===== src/rtl/nirq_pkg.sv =====
package nirq_pkg;
  localparam int STAT_W   = 8;
  localparam int STICKY_W = 7;

  localparam int B_RXOK  = 0;
  localparam int B_TXOK  = 1;
  localparam int B_RXERR = 2;
  localparam int B_TXERR = 3;
  localparam int B_OVW   = 4;
  localparam int B_CNT   = 5;
  localparam int B_XFER  = 6;
  localparam int B_STOP  = 7;

  typedef enum logic {
    SEL_STATUS = 1'b0,
    SEL_MASK   = 1'b1
  } reg_sel_e;
endpackage


===== src/rtl/nirq_tally_watch.sv =====
module nirq_tally_watch #(
  parameter int NUM_TALLY = 3,
  parameter int TALLY_W   = 8
) (
  input  logic                         clk,
  input  logic                         rst_n,
  input  logic [NUM_TALLY*TALLY_W-1:0] tally_i,
  output logic                         ovf_o
);
  localparam int MSB_OFS = TALLY_W - 1;

  logic [NUM_TALLY-1:0] msb_now;
  logic [NUM_TALLY-1:0] msb_q;
  logic [NUM_TALLY-1:0] msb_d;

  for (genvar g = 0; g < NUM_TALLY; g++) begin : g_msb
    assign msb_now[g] = tally_i[g*TALLY_W + MSB_OFS];
  end

  always_comb begin
    msb_d = msb_now;
  end

  always_ff @(posedge clk or negedge rst_n) begin
    if (!rst_n) msb_q <= '0;
    else        msb_q <= msb_d;
  end

  assign ovf_o = |(msb_now & ~msb_q);
endmodule


===== src/rtl/nirq_run_state.sv =====
module nirq_run_state (
  input  logic clk,
  input  logic rst_n,
  input  logic cmd_start,
  input  logic cmd_stop,
  input  logic frame_busy,
  input  logic ovw_evt,
  input  logic frame_removed,
  output logic stopped_o
);
  logic pend_q, pend_d;
  logic stop_q, stop_d;
  logic req, take, set_c, clr_c, stop_en;

  always_comb begin
    req     = pend_q | cmd_stop;
    take    = req & ~frame_busy & ~cmd_start;
    pend_d  = req & frame_busy & ~cmd_start;
    set_c   = take | ovw_evt;
    clr_c   = cmd_start | frame_removed;
    stop_en = set_c | clr_c;
    stop_d  = set_c;
  end

  always_ff @(posedge clk or negedge rst_n) begin
    if (!rst_n) begin
      pend_q <= 1'b0;
      stop_q <= 1'b1;
    end else begin
      pend_q <= pend_d;
      if (stop_en) stop_q <= stop_d;
    end
  end

  assign stopped_o = stop_q;
endmodule


===== src/rtl/nirq_status_bank.sv =====
module nirq_status_bank #(
  parameter int W = 7
) (
  input  logic         clk,
  input  logic         rst_n,
  input  logic [W-1:0] evt_i,
  input  logic         clr_we,
  input  logic [W-1:0] clr_bits,
  output logic [W-1:0] stat_o
);
  logic [W-1:0] st_q;
  logic [W-1:0] st_d;
  logic [W-1:0] st_en;

  for (genvar i = 0; i < W; i++) begin : g_bit
    always_comb begin
      st_en[i] = evt_i[i] | (clr_we & clr_bits[i]);
      st_d[i]  = evt_i[i];
    end

    always_ff @(posedge clk or negedge rst_n) begin
      if (!rst_n)        st_q[i] <= 1'b0;
      else if (st_en[i]) st_q[i] <= st_d[i];
    end
  end

  assign stat_o = st_q;
endmodule


===== src/rtl/nirq_mask_irq.sv =====
module nirq_mask_irq #(
  parameter int W = 7
) (
  input  logic         clk,
  input  logic         rst_n,
  input  logic         mask_we,
  input  logic [W-1:0] mask_wdata,
  input  logic [W-1:0] stat_i,
  output logic [W-1:0] mask_o,
  output logic         irq_o
);
  logic [W-1:0] mask_q;
  logic         irq_q, irq_d;

  always_comb begin
    irq_d = |(stat_i & mask_q);
  end

  always_ff @(posedge clk or negedge rst_n) begin
    if (!rst_n) begin
      mask_q <= '0;
      irq_q  <= 1'b0;
    end else begin
      if (mask_we) mask_q <= mask_wdata;
      irq_q <= irq_d;
    end
  end

  assign mask_o = mask_q;
  assign irq_o  = irq_q;
endmodule


===== src/rtl/net_irq_unit.sv =====
module net_irq_unit
  import nirq_pkg::*;
#(
  parameter int NUM_TALLY = 3,
  parameter int TALLY_W   = 8
) (
  input  logic                         clk,
  input  logic                         rst_n,
  input  logic                         ev_rx_ok,
  input  logic                         ev_tx_ok,
  input  logic                         ev_rx_err,
  input  logic                         ev_tx_err,
  input  logic                         ev_ring_ovw,
  input  logic                         ev_xfer_done,
  input  logic [NUM_TALLY*TALLY_W-1:0] tally_i,
  input  logic                         cmd_start,
  input  logic                         cmd_stop,
  input  logic                         frame_busy,
  input  logic                         frame_removed,
  input  logic                         host_we,
  input  logic                         host_sel,
  input  logic [7:0]                   host_wdata,
  output logic [7:0]                   status_o,
  output logic [7:0]                   mask_o,
  output logic                         irq_o
);
  logic                cnt_ovf;
  logic [STICKY_W-1:0] evt_vec;
  logic [STICKY_W-1:0] sticky;
  logic [STICKY_W-1:0] mask_v;
  logic                stopped;
  logic                wr_status, wr_mask;
  reg_sel_e            sel;
  logic                unused_wd7;

  assign sel        = reg_sel_e'(host_sel);
  assign wr_status  = host_we & (sel == SEL_STATUS);
  assign wr_mask    = host_we & (sel == SEL_MASK);
  assign unused_wd7 = host_wdata[B_STOP];

  always_comb begin
    evt_vec          = '0;
    evt_vec[B_RXOK]  = ev_rx_ok;
    evt_vec[B_TXOK]  = ev_tx_ok;
    evt_vec[B_RXERR] = ev_rx_err;
    evt_vec[B_TXERR] = ev_tx_err;
    evt_vec[B_OVW]   = ev_ring_ovw;
    evt_vec[B_CNT]   = cnt_ovf;
    evt_vec[B_XFER]  = ev_xfer_done;
  end

  nirq_tally_watch #(.NUM_TALLY(NUM_TALLY), .TALLY_W(TALLY_W)) u_tally (
    .clk(clk), .rst_n(rst_n), .tally_i(tally_i), .ovf_o(cnt_ovf)
  );

  nirq_status_bank #(.W(STICKY_W)) u_bank (
    .clk(clk), .rst_n(rst_n), .evt_i(evt_vec), .clr_we(wr_status),
    .clr_bits(host_wdata[STICKY_W-1:0]), .stat_o(sticky)
  );

  nirq_run_state u_run (
    .clk(clk), .rst_n(rst_n), .cmd_start(cmd_start), .cmd_stop(cmd_stop),
    .frame_busy(frame_busy), .ovw_evt(ev_ring_ovw),
    .frame_removed(frame_removed), .stopped_o(stopped)
  );

  nirq_mask_irq #(.W(STICKY_W)) u_irq (
    .clk(clk), .rst_n(rst_n), .mask_we(wr_mask),
    .mask_wdata(host_wdata[STICKY_W-1:0]), .stat_i(sticky),
    .mask_o(mask_v), .irq_o(irq_o)
  );

  assign status_o = {stopped, sticky};
  assign mask_o   = {1'b0, mask_v};
endmodule


===== config.mk =====
export PLATFORM = sky130hd
export DESIGN_NAME = net_irq_unit
export DESIGN_NICKNAME = d
export VERILOG_FILES = /design/src/rtl/nirq_pkg.sv /design/src/rtl/nirq_tally_watch.sv /design/src/rtl/nirq_run_state.sv /design/src/rtl/nirq_status_bank.sv /design/src/rtl/nirq_mask_irq.sv /design/src/rtl/net_irq_unit.sv
export SDC_FILE = /design/constraint.sdc
export NUM_CORES = 1
export LEC_CHECK = 0
export CAP_MARGIN = 0
export CORE_MARGIN = 2
export CORE_UTILIZATION = 41
export DETAILED_ROUTE_END_ITERATION = 16
export DONT_BUFFER_PORTS = 1
export GPL_TIMING_DRIVEN = 0
export PLACE_DENSITY = 0.54
export RECOVER_POWER = 100
export SLEW_MARGIN = 10
export SYNTH_ARGS = -nofsm -noshare
export SYNTH_HDL_FRONTEND = slang
export SYNTH_SLANG_ARGS = --single-unit

===== constraint.sdc =====
create_clock -name clk -period 1.1 [get_ports clk]
set_input_delay 0.22 -clock clk [delete_from_list [all_inputs] [get_ports clk]]
set_output_delay 0.22 -clock clk [all_outputs]
set_load 0.05 [all_outputs]

==> flow_summary.ini <==
[status]
run_status = complete, but fails checks
violations = negative setup slack

[timing]
final.setup_skew_ns = 0.002917
finalSetupViolations = 6
rsz0062_at_grt = yes
slew_violations = 0
relSlewSlack_pct = 29.24
period_share_pct = 110.4
fin_crit_ns = 1.215
max_freq_mhz = 823.3
tightest_slew_ns = 1.061
setup_ws_ns = -0.1147
hold_viol = 0

[synth]
syn_area_um2 = 803.3
yosys_warnings = 0
ys_types = 18
yosysTopAreaCell = dfrtp_1
ys_seq_elements = 20
synth.avg_cell_area_um2 = 13.85
synth_area_leaders = dfrtp_1, mux2_2, nand3b_1
syn_nets = 104
yosys.area.top_type_share_pct = 59.19
synth_cells = 58
yosysSeqAreaShare_pct = 62.46

[critical_path]
cp-start-kind = register
path_buf_inv = 1
max_stage_delay_ns = 0.56
cp-end-kind = primary output
required_ns = 0.88
path_cells = buf_8
cp_top_family = flip-flops
worstPathArrival_ns = 0.99
crit_path_max_fanout = 2
cpMaxStageDelayCell = dfstp_2
critical_path_class = reg2out

[cells_and_area]
drive_above_1_share_pct = 38.67
final_area_um2 = 1028
area_growth_pct = 28.04
final_cell_mix = dlygate4sd3_1, dfrtp_2, dfrtp_1
diodes = 0
nNetsFinal = 122
nFillCells = 162
final_common_cell = dlygate4sd3_1

[route]
first_pass_iters = 4
drc = 0
drtAntennaViolNets = 0
wl_per_cell_um = 15.38
wirelength_um = 1569
via_count = 514
viasPerCell = 5.039
drtIter0Drc = 5

[floorplan]
core_area_um2 = 1902
die_y_um = 48.26
rows = 16
die_w_um = 48.26
top_level_ports = 63
dieArea_um2 = 2329
start_util_pct = 42.24

[placement]
placed_area_um2 = 840.8
dpl_worst_slack_ns = -0.1311
port_buffers = 0
gp_congestion = 0.7008

[global_routing]
overflow = 0
grt_pass1_vias = 559
grt_pass1_wl_um = 2339
antenna_found_initial = 0
track_usage_pct = 14.95
grt_max_degree = 21

[pwr]
power_leakage_nw = 0.3920
p_per_area_nw_per_um2 = 1601
irDropWorstVdd_v = 0.0008790

[clock_network]
cts_inserted_buffers = 3
path_clk_slew_ns = 0.10
insertion_delay_ns = 0.29
root_buffer = clkbuf_4
htreeDepth = 1
clk_path_buf_depth = 2
cts_tree = done
cts_sinks = 20

[worst_hold_path]
min_path_type = in2reg

[flow_run]
drv_cap = 0
[cells by family after synthesis]
kind of cell	synth area share, %
DFF	62.46
AOI/OAI and AO/OA	11.21
and+or+nand+nor	12.77
muxes	9.814
other	0.4668
buffers and inverters	3.270
[worst paths after layout]
check / startpoint / end / slack, ns / cells after the start
max: u_run.stopped_o / status_o[7] / -0.11 / 1
min: ev_ring_ovw / u_run.stopped_o / 0.05 / 2
max reg2reg: u_irq.mask_o[4] / u_irq.irq_o / -0.09 / 2
min reg2reg: u_run.pend_q / u_run.pend_q / 0.61 / 2
max in group asynchronous: rst_n / u_bank.stat_o[5] / 0.31 / 1
min in group asynchronous: rst_n / u_bank.stat_o[3] / 0.08 / 1
[cell usage after synthesis (all sizes together)]
cell type,count
dfrtp,19
mux2,7
nand3b,7
a21o,6
buf,3
nor2b,3
a22oi,2
a2111o,1
a222oi,1
conb,1
dfstp,1
inv,1
nand2,1
nand3,1
nor2,1
nor3b,1
o311ai,1
or3b,1
[layer usage]
metal | global-route usage [%] | part of all wire (%) | vias to the layer above
met5 | 0 | 0 | -
met4 | 8.108 | 0.96 | 0
met3 | 4.444 | 7.6 | 2
met2 | 25.79 | 51 | 22
met1 | 16.32 | 40 | 248
li1 | - | - | 242
[final cells by class]
| type | instances | area, um2 | area share (%) |
|---|---|---|---|
| Clock buffer | 4 | 36.28 | 3.528 |
| Sequential cell | 20 | 515.5 | 50.12 |
| Buffer | 3 | 30.03 | 2.920 |
| Timing Repair Buffer | 13 | 123.9 | 12.04 |
| Multi-Input combinational cell | 34 | 285.3 | 27.74 |
| Tap cell | 27 | 33.78 | 3.285 |
| Inverter | 1 | 3.754 | 0.3650 |
[per-stage QoR]
stage	hold slack (ns)	cells	util, %	power [mW]	TNS, ns
2_1_floorplan	-0.07559	58	-	1.157	-0.002136
3_3_place_gp	-0.07518	85	44.21	1.184	-0.1526
3_5_place_dp	-0.07517	85	44.21	1.186	-0.1668
4_1_cts	0.003116	100	53.62	1.672	-1.044
5_1_grt	0.03294	102	54.08	1.739	-0.9455
6_report	0.05109	102	54.08	1.647	-0.5504
[report_power, final]
part,switching [mW],internal (mW),leakage [nW]
clock network,0.210,0.202,0.0210
logic,0.0761,0.109,0.164
registers,0.244,0.806,0.207
[sequential cells by signal, indices dropped and copies added (netlist names)]
register,count
u_irq.mask_o,7
u_run.stopped_o,1
u_run.pend_q,1
u_irq.irq_o,1
u_bank.stat_o,7
u_tally.msb_q,3
[repair_timing]
item,CTS,global route
endpoints found under the setup margin,15,35
gates resized for setup,16,1
hold buffers,11,2
buffers inserted,0,0
pin swaps,1,0
gates cloned,0,0
hold endpoints to repair,30,2
Note: power is estimated with default switching activity, not from simulation.
